### src/rtl/linkTdmRxPkg.sv
package linkTdmRxPkg;
  localparam int SLOT_W   = 32;
  localparam int SAMPLE_W = 24;
  localparam int CHANNELS = 8;
  localparam int FLAG_BIT = 3;
  localparam int CH_W     = $clog2(CHANNELS);
  localparam int CNT_W    = $clog2(SLOT_W);
  localparam int FRAME_W  = $clog2(SLOT_W * CHANNELS);
  localparam logic [SAMPLE_W-1:0] LINE_MASK = {(SAMPLE_W/2){2'b01}};

  typedef struct packed {
    logic               wrEn;
    logic               wrBank;
    logic [CH_W-1:0]    wrCh;
    logic               rdBank;
    logic               live;
    logic [FRAME_W-1:0] tdmCnt;
  } rxStrb_t;
endpackage

### src/rtl/linkTdmRxCtrl.sv
module linkTdmRxCtrl
  import linkTdmRxPkg::*;
(
  input  logic            clk,
  input  logic            rstN,
  input  logic            selN,
  input  logic [CH_W-1:0] slotCh,
  output rxStrb_t         strb,
  output logic            slotDone,
  output logic            frameDone,
  output logic            syncErr
);
  logic             selPrev;
  logic             aligned;
  logic [CNT_W-1:0] bitCnt;
  logic             fall;
  logic             hunt;
  logic [CH_W-1:0]  expCh;
  logic             accept;
  logic             errNow;
  logic             wrBank;
  logic             rdBank;
  logic             live;
  logic [FRAME_W-1:0] tdmCnt;

  assign fall     = selPrev && !selN;
  assign slotDone = aligned && !fall && (bitCnt == CNT_W'(SLOT_W - 1));

  // slot alignment: a select fall always restarts the count
  always_ff @(posedge clk or negedge rstN) begin
    if (!rstN) begin
      selPrev <= 1'b1;
      aligned <= 1'b0;
      bitCnt  <= '0;
    end else begin
      selPrev <= selN;
      if (fall) begin
        aligned <= 1'b1;
        bitCnt  <= CNT_W'(1);
      end else if (aligned) begin
        if (bitCnt == CNT_W'(SLOT_W - 1)) begin
          aligned <= 1'b0;
          bitCnt  <= '0;
        end else begin
          bitCnt <= bitCnt + 1'b1;
        end
      end
    end
  end

  // channel sequencing
  assign accept    = slotDone && ((slotCh == '0) || (!hunt && slotCh == expCh));
  assign errNow    = slotDone && !hunt && (slotCh != expCh);
  assign frameDone = accept && (slotCh == CH_W'(CHANNELS - 1));

  always_ff @(posedge clk or negedge rstN) begin
    if (!rstN) begin
      hunt    <= 1'b1;
      expCh   <= '0;
      syncErr <= 1'b0;
    end else begin
      if (accept) begin
        hunt  <= 1'b0;
        expCh <= slotCh + 1'b1;
      end else if (errNow) begin
        hunt  <= 1'b1;
        expCh <= '0;
      end
      if (errNow) syncErr <= 1'b1;
    end
  end

  // bank swap and TDM frame timing
  always_ff @(posedge clk or negedge rstN) begin
    if (!rstN) begin
      wrBank <= 1'b0;
      rdBank <= 1'b1;
      live   <= 1'b0;
      tdmCnt <= '0;
    end else begin
      if (frameDone) begin
        wrBank <= !wrBank;
        rdBank <= wrBank;
        live   <= 1'b1;
        tdmCnt <= '0;
      end else begin
        tdmCnt <= tdmCnt + 1'b1;
      end
    end
  end

  always_comb begin
    strb.wrEn   = accept;
    strb.wrBank = wrBank;
    strb.wrCh   = slotCh;
    strb.rdBank = rdBank;
    strb.live   = live;
    strb.tdmCnt = tdmCnt;
  end
endmodule

### src/rtl/linkTdmRxData.sv
module linkTdmRxData
  import linkTdmRxPkg::*;
(
  input  logic            clk,
  input  logic            rstN,
  input  logic            serData,
  input  rxStrb_t         strb,
  output logic [CH_W-1:0] slotCh,
  output logic            tdmData,
  output logic            tdmFsync
);
  localparam int BANKS = 2;

  logic [SLOT_W-2:0]   shiftReg;
  logic [SLOT_W-1:0]   word;
  logic [SAMPLE_W-1:0] rawSample;
  logic [SAMPLE_W-1:0] lineMask;
  logic [SAMPLE_W-1:0] sample;
  logic [SAMPLE_W-1:0] store [BANKS][CHANNELS];
  logic [SAMPLE_W-1:0] curSample;
  logic [SAMPLE_W-1:0] shifted;
  logic [CH_W-1:0]     slotIdx;
  logic [CNT_W-1:0]    bitIdx;

  always_ff @(posedge clk or negedge rstN) begin
    if (!rstN) shiftReg <= '0;
    else       shiftReg <= {shiftReg[SLOT_W-3:0], serData};
  end

  assign word      = {shiftReg, serData};
  assign slotCh    = word[CH_W-1:0];
  assign rawSample = word[SLOT_W-1 -: SAMPLE_W];

  for (genvar i = 0; i < SAMPLE_W; i++) begin : g_mask
    assign lineMask[i] = (i % 2 == 0);
  end

  assign sample = word[FLAG_BIT] ? (rawSample ^ lineMask) : rawSample;

  always_ff @(posedge clk or negedge rstN) begin
    if (!rstN) begin
      for (int b = 0; b < BANKS; b++)
        for (int c = 0; c < CHANNELS; c++)
          store[b][c] <= '0;
    end else begin
      for (int b = 0; b < BANKS; b++)
        for (int c = 0; c < CHANNELS; c++)
          if (strb.wrEn && strb.wrBank == 1'(b) && strb.wrCh == CH_W'(c))
            store[b][c] <= sample;
    end
  end

  assign slotIdx   = strb.tdmCnt[FRAME_W-1:CNT_W];
  assign bitIdx    = strb.tdmCnt[CNT_W-1:0];
  assign curSample = store[strb.rdBank][slotIdx];
  assign shifted   = curSample << bitIdx;
  assign tdmData   = strb.live && (bitIdx < CNT_W'(SAMPLE_W)) && shifted[SAMPLE_W-1];
  assign tdmFsync  = (strb.tdmCnt == '0);
endmodule

### src/rtl/linkTdmRx.sv
module linkTdmRx
  import linkTdmRxPkg::*;
(
  input  logic clk,
  input  logic rstN,
  input  logic serData,
  input  logic selN,
  output logic tdmData,
  output logic tdmFsync,
  output logic syncErr
);
  rxStrb_t         strb;
  logic [CH_W-1:0] slotCh;
  logic            slotDone;
  logic            frameDone;

  linkTdmRxCtrl u_ctrl (
    .clk(clk), .rstN(rstN), .selN(selN), .slotCh(slotCh),
    .strb(strb), .slotDone(slotDone), .frameDone(frameDone), .syncErr(syncErr)
  );

  linkTdmRxData u_data (
    .clk(clk), .rstN(rstN), .serData(serData), .strb(strb),
    .slotCh(slotCh), .tdmData(tdmData), .tdmFsync(tdmFsync)
  );
endmodule

### config.mk
export PLATFORM = sky130hd
export DESIGN_NAME = linkTdmRx
export DESIGN_NICKNAME = d
export VERILOG_FILES = /design/src/rtl/linkTdmRxPkg.sv /design/src/rtl/linkTdmRxCtrl.sv /design/src/rtl/linkTdmRxData.sv /design/src/rtl/linkTdmRx.sv
export SDC_FILE = /design/constraint.sdc
export NUM_CORES = 1
export LEC_CHECK = 0
export ABC_CLOCK_PERIOD_IN_PS = 4700
export BUFFER_PORTS_ARGS = -buffer_cell sky130_fd_sc_hd__clkbuf_2
export CORE_ASPECT_RATIO = 0.9
export CORE_MARGIN = 2
export CORE_UTILIZATION = 40
export DETAILED_ROUTE_END_ITERATION = 16
export GPL_ROUTABILITY_DRIVEN = 0
export PLACE_DENSITY_LB_ADDON = 0.05
export SLEW_MARGIN = 20
export SYNTH_ARGS = -nofsm -noshare
export SYNTH_HDL_FRONTEND = slang
export SYNTH_HIERARCHICAL = 1
export SYNTH_SLANG_ARGS = --single-unit
export TNS_END_PERCENT = 20
### constraint.sdc
create_clock -name clk -period 4.7 [get_ports clk]
set_input_delay 1.41 -clock clk [delete_from_list [all_inputs] [get_ports clk]]
set_output_delay 1.41 -clock clk [all_outputs]
set_load 0.01 [all_outputs]
* Yosys cells after proc, flatten, opt, wreduce, memory -nomap -nowiden
Cells that the tools add are included.
** Storage, ports and cells
- Register bits after elaboration :: 438
- Bits of input ports :: 4
- Output and inout bits :: 3
- Word-level logic and storage cells :: 103
** Operators by class
- Add/sub/neg operators :: 3
- Magnitude comparators :: 3
- Equal/unequal tests :: 10
- Shift-type cells :: 1
- Multiplexer cells :: 18
- Bitwise logic cells :: 4
- Reduce and logical (&&, ||, !) cells :: 37
** Operator list (count)
- $mux W192 :: 3
- $bmux W24 S3 :: 1
- $mux W24 :: 2
- $logic_and A1 B1 Y1 :: 28
- $shl A24 B5 Y24 :: 1
- $mux W23 :: 1
- $mux W5 :: 3
- $eq A3 B3 Y1 const B :: 4
- $not A12 Y12 :: 1
- $add A8 B1 Y8 const B :: 1
- $logic_not A8 Y1 :: 1
- $mux W8 :: 1
- $eq A3 B2 Y1 const B :: 2
- $mux W3 :: 2
- $add A5 B1 Y5 const B :: 1
- $eq A5 B5 Y1 const B :: 1
- $lt A5 B5 Y1 const B :: 1
- $mux W1 :: 5
- $ge A4 B4 Y1 const B :: 1
- $logic_not A1 Y1 :: 4
- $not A3 Y4 :: 1
- $reduce_bool A2 Y1 :: 2
- $add A3 B1 Y3 const B :: 1
- $eq A3 B1 Y1 const B :: 1
- other kinds (7) :: 7

* Depth between registers and ports, before layout
- Word-level depth :: 9
- Gate-level depth with buffers :: 14
- Depth with buffers taken out :: 10

* Hierarchy
The synthesis kept the hierarchy.
** Modules (own cells, without submodules)
- linkTdmRxData :: times used 1, cells an instance 1410, area each 18232.5 um2, sequential area each 10385.0 um2
- linkTdmRxCtrl :: times used 1, cells an instance 103, area each 1143.6 um2, sequential area each 579.3 um2

* Worst setup path before layout
No wires, ideal clock.
- Kind :: input -> register
- Start point :: in serData
- End point :: reg u_data/store[253] (netlist name)
- Library setup time :: 125 ps
- Arrival :: 3814 ps
- Required time :: 4575 ps
- Slack :: 762 ps
- Cell stages on the path :: 13
- Buffers on the path :: 4
- Cell sequence :: buf_4 -> inv_1 -> ha_1 -> and2b_1 -> a41oi_2 -> nor2_1 -> buf_4 -> nor2b_1 -> nor2b_1 -> and3_1 -> clkbuf_1 -> buf_1 -> mux2_2
** Between the ends
- Word-level cells in the longest chain between the ends :: 6
- Elaborated cells on any way between the ends :: 8
- Classes of those cells :: eq/ne (2); reduce/logical (6)
** RTL lines
- start: declaration :: RTL line linkTdmRx.sv:6 : input logic serData,
- $eq A3 B3 Y1 :: RTL line linkTdmRxCtrl.sv:52 : assign accept = slotDone && ((slotCh == '0) || (!hunt && slotCh == expCh));
- $logic_and A1 B1 Y1 :: RTL line linkTdmRxCtrl.sv:52
- $logic_or A1 B1 Y1 * :: RTL line linkTdmRxCtrl.sv:52
- $logic_and A1 B1 Y1 * :: RTL line linkTdmRxCtrl.sv:52
- named net u_ctrl.accept :: RTL line linkTdmRxCtrl.sv:19 : logic accept;
- $logic_and A1 B1 Y1 * (2 in a row) :: RTL line linkTdmRxData.sv:48 : if (strb.wrEn && strb.wrBank == 1'(b) && strb.wrCh == CH_W'(c))
- end signal: indexed assignment :: RTL line linkTdmRxData.sv:49 : store[b][c] <= sample;
- end: declaration :: RTL line linkTdmRxData.sv:19 : logic [SAMPLE_W-1:0] store [BANKS][CHANNELS];
Mark *: on every way through the listed nets, which the timed path passes. The rest lies on a longest branch.
A chain may end at the register's enable or synchronous reset.

* Worst setup path after layout
- Start point :: reg u_ctrl.rdBank
- End point :: out tdmData
** Between the ends
- Word-level cells in the longest chain between the ends :: 9
** RTL lines
- start: declaration :: RTL line linkTdmRxCtrl.sv:22 : logic rdBank;
- start signal: assignment :: RTL line linkTdmRxCtrl.sv:83 : rdBank <= wrBank;
- $not A1 Y2 (not written as such) :: RTL line linkTdmRxData.sv:55 : assign curSample = store[strb.rdBank][slotIdx];
- $mux W192 (not written as such) (3 in a row) :: RTL line linkTdmRxData.sv:55
- $bmux W24 S3 :: RTL line linkTdmRxData.sv:55
- $mux W24 (not written as such) (2 in a row) :: RTL line linkTdmRxData.sv:55
- $shl A24 B5 Y24 :: RTL line linkTdmRxData.sv:56 : assign shifted = curSample << bitIdx;
- $logic_and A1 B1 Y1 :: RTL line linkTdmRxData.sv:57 : assign tdmData = strb.live && (bitIdx < CNT_W'(SAMPLE_W)) && shifted[SAMPLE_W-1];
- end: declaration :: RTL line linkTdmRx.sv:8 : output logic tdmData,
No other way between the ends. The select of a mux whose other input is x is not followed.

==> run summary <==
status -> finished, violations left
failing checks -> setup timing
area of the multi-input gates -> 7990 um^2
clk_skew -> 20.9 ps
initial antenna violation count -> 0
pin count of the biggest net entering global routing -> 90
Yosys top cell area share -> 0.562
CTS Sinks -> 438
Critical Path RT -> 3290 ps
share of flip-flops with an asynchronous set or reset -> 1.00
slew of the pin with the lowest slew margin -> 798 ps
combinational power share -> 0.034
via/cell ratio -> 5.46
fin crit period -> 4890 ps
RSZ-0062 raised after global routing -> yes
clock root buffer -> clkbuf_16
Synth area leader -> dfrtp_1
Netlist Area Pre-Place -> 19400 um^2
Fillers -> 4307
Leakage -> 10.4 nW
GRT Overall Usage -> 0.228
Post-Syn Instances -> 1513
Hold Path End -> u_data/shiftReg[5]
Final ANT Viol Nets -> 0
switching share of total power -> 0.226
worst vdd ir -> 0.229 mV
die width -> 236 um
sequential share of the synthesized area -> 0.566
Worst setup SP type -> flip-flop
Clock Latency Late Sink -> 580 ps
Final Setup Violations -> 1
Cell Chain, Critical Path -> buf_8 -> buf_12 -> buf_16 -> mux4_2 -> a2111oi_4 -> a311oi_1 -> a21oi_1 -> or3_1 -> a41oi_2 -> buf_2
Setup WS post-layout -> -193 ps
Avg Inst Size Synth -> 12.8 um^2
Worst Path Max Fanout -> 5
Yosys warning total -> 6
Diodes inserted -> 0
initial core utilization -> 0.405
first-pass GRT wire length -> 84600 um
Psw -> 1.78 mW
Worst-path clk slew -> 60 ps
dpl ws -> -66.6 ps
internal reg-to-reg setup slack -> 1100 ps
setup TNS -> -193 ps
WHS Path Cells -> 0
CTS tree -> done
WP data arrival -> 3480 ps
area grow syn2layout -> 16.8%
DRC violations left -> 0
CTS buffer count -> 48
R2R Path End -> u_data/store[281]
Worst path max stage delay -> 660 ps
FF+latch count, synth -> 438
Max clock buf depth -> 3
worst r2r path cells -> 10
Setup CP Type -> flip-flop to output port
Pint -> 6.11 mW
Max Clk Rate -> 0.204 GHz
CTS H-tree depth -> 2
final hold viol count -> 0
Slew HR -> 0.465
largest cells by area after synthesis -> dfrtp_1, mux2_2, mux4_2, a21oi_1, nor2_1
slowest CP cell -> dfstp_4
Hold WC Path Type -> flip-flop to flip-flop
post-layout power -> 7.89 mW
post-synth cell types -> 62
Crit Reg-Reg Startpoint -> u_ctrl/bitCnt[0]
Post-DP HPWL -> 33400 um
num rows -> 76
Final period util -> 1.04
ys flop type -> dfrtp_1
# IOs -> 7
pwr dens -> 349 nW/um^2
vias in the first global route -> 12500
Max Cap Violations -> 0
Die H -> 213 um
DR vias -> 12100
Crit. End Element -> output port
drt wl/cell -> 25.1 um
syn_nets -> 1523
aggregate global routing overflow -> 0
hold_sp -> u_data/shiftReg[4]
count leader, synth -> dfrtp_1
Nets -> 1558
crit path from -> u_ctrl/rdBank
register area -> 11000 um^2
Iter 0 DRT Violations -> 904
layout cells sized above 1 -> 0.328
core area -> 47800 um^2
First-pass DRT Iterations -> 6
synth cell count leaders -> dfrtp_1, mux2_2, nor2_1
Flop pwr share -> 0.490
Clk pwr share -> 0.476
max-slew violations -> 0
Routed WL -> 55500 um
die area -> 50200 um^2
Post-synth EDFFs -> 0
port buffer count -> 6
[routing by layer]
metal	GRT usage	vias up	routed length, um
li1	-	5475	-
met1	0.332	6304	27000
met2	0.357	203	25100
met3	0.0383	76	2120
met4	0.0571	0	1210
met5	0	-	0
[critical path, delay by kind of cell, from the launching register on]
family | cells | cell delay (ps)
buffers and inverters | 4 | 570
flip-flops | 1 | 660
AND/OR/NAND/NOR | 1 | 170
multiplexers | 1 | 540
AO/OA/AOI/OAI | 4 | 940
[state kept, by name, indices dropped and copies added, names as in the netlist, 3 cells and up]
name / cells
u_data/shiftReg: 31
u_ctrl/expCh: 3
u_ctrl/tdmCnt: 8
u_data/store: 384
u_ctrl/bitCnt: 5
[metrics by stage]
stage / cells / util / cell area, um^2 / hold slack [ps]
after floorplan: 1513 / - / 19400 / 331
after global placement: 2097 / 0.428 / 20500 / 332
after detailed placement: 2097 / 0.429 / 20500 / 335
after CTS: 2208 / 0.472 / 22600 / 347
after global routing: 2208 / 0.473 / 22600 / 361
final: 2208 / 0.473 / 22600 / 347
[kinds of logic (layout without fill, tap and decap cells)]
| kind of cell | count (synthesis) | in the layout | share of synthesized area |
|---|---|---|---|
| xor+xnor | 22 | 22 | 0.0107 |
| fa+ha+maj | 6 | 6 | 0.00387 |
| buf+inv | 140 | 211 | 0.0350 |
| mux | 317 | 317 | 0.234 |
| compound gates | 261 | 261 | 0.0768 |
| flops | 438 | 438 | 0.566 |
| simple gates | 329 | 329 | 0.0741 |
[power by group through the flow]
| stage | clock, mW | combinational (mW) | sequential, mW |
|---|---|---|---|
| 6_report | 3.75 | 0.272 | 3.86 |
| 5_1_grt | 4.02 | 0.306 | 3.87 |
| 3_5_place_dp | 0 | 0.274 | 3.93 |
| 4_1_cts | 3.86 | 0.279 | 3.86 |
| 2_1_floorplan | 0 | 0.140 | 3.90 |
| 3_3_place_gp | 0 | 0.270 | 3.93 |
[worst max-delay path by stage]
stage	to	slack, ps	cells after the start
floorplan	u_data/store[253]	760	13
global placement	tdmData	-20	8
detailed placement	tdmData	-70	7
CTS	tdmData	-150	11
global route	tdmData	-250	10
finish	tdmData	-190	10
[layout by cell type (no fill, tap or decap), types with 7 or more instances in the layout]
cell and instances:
nand3b_1 8, nand2b_1 10, nor2_1 147, clkinv_2 7
xnor2_1 13, a21oi_1 129, clkbuf_8 9, o21ai_0 79
clkbuf_1 16, dfrtp_1 432, mux2_2 200, nor2_4 9
nand2_1 92, buf_4 76, buf_12 22, inv_1 8
mux4_2 83, mux2i_1 27, clkbuf_16 49, nand3_1 15
nor2b_1 12
[layout make-up]
cell class,instances,area share
flip-flops and latches,438,0.485
multi-input cells,935,0.353
inverters,9,0.00149
well taps,624,0.0345
clock inverters,12,0.00619
clock buffers,74,0.0623
repair buffers,116,0.0574
[repair_timing]
action,4_1_cts,5_1_grt
gates resized for setup,32,9
setup endpoints to repair,1,1
endpoints found under the hold margin,0,0
setup buffers,21,0
cloned,4,0
hold buffers,0,0
pin swaps,13,1
No activity file was read; power rests on OpenSTA's default activity.
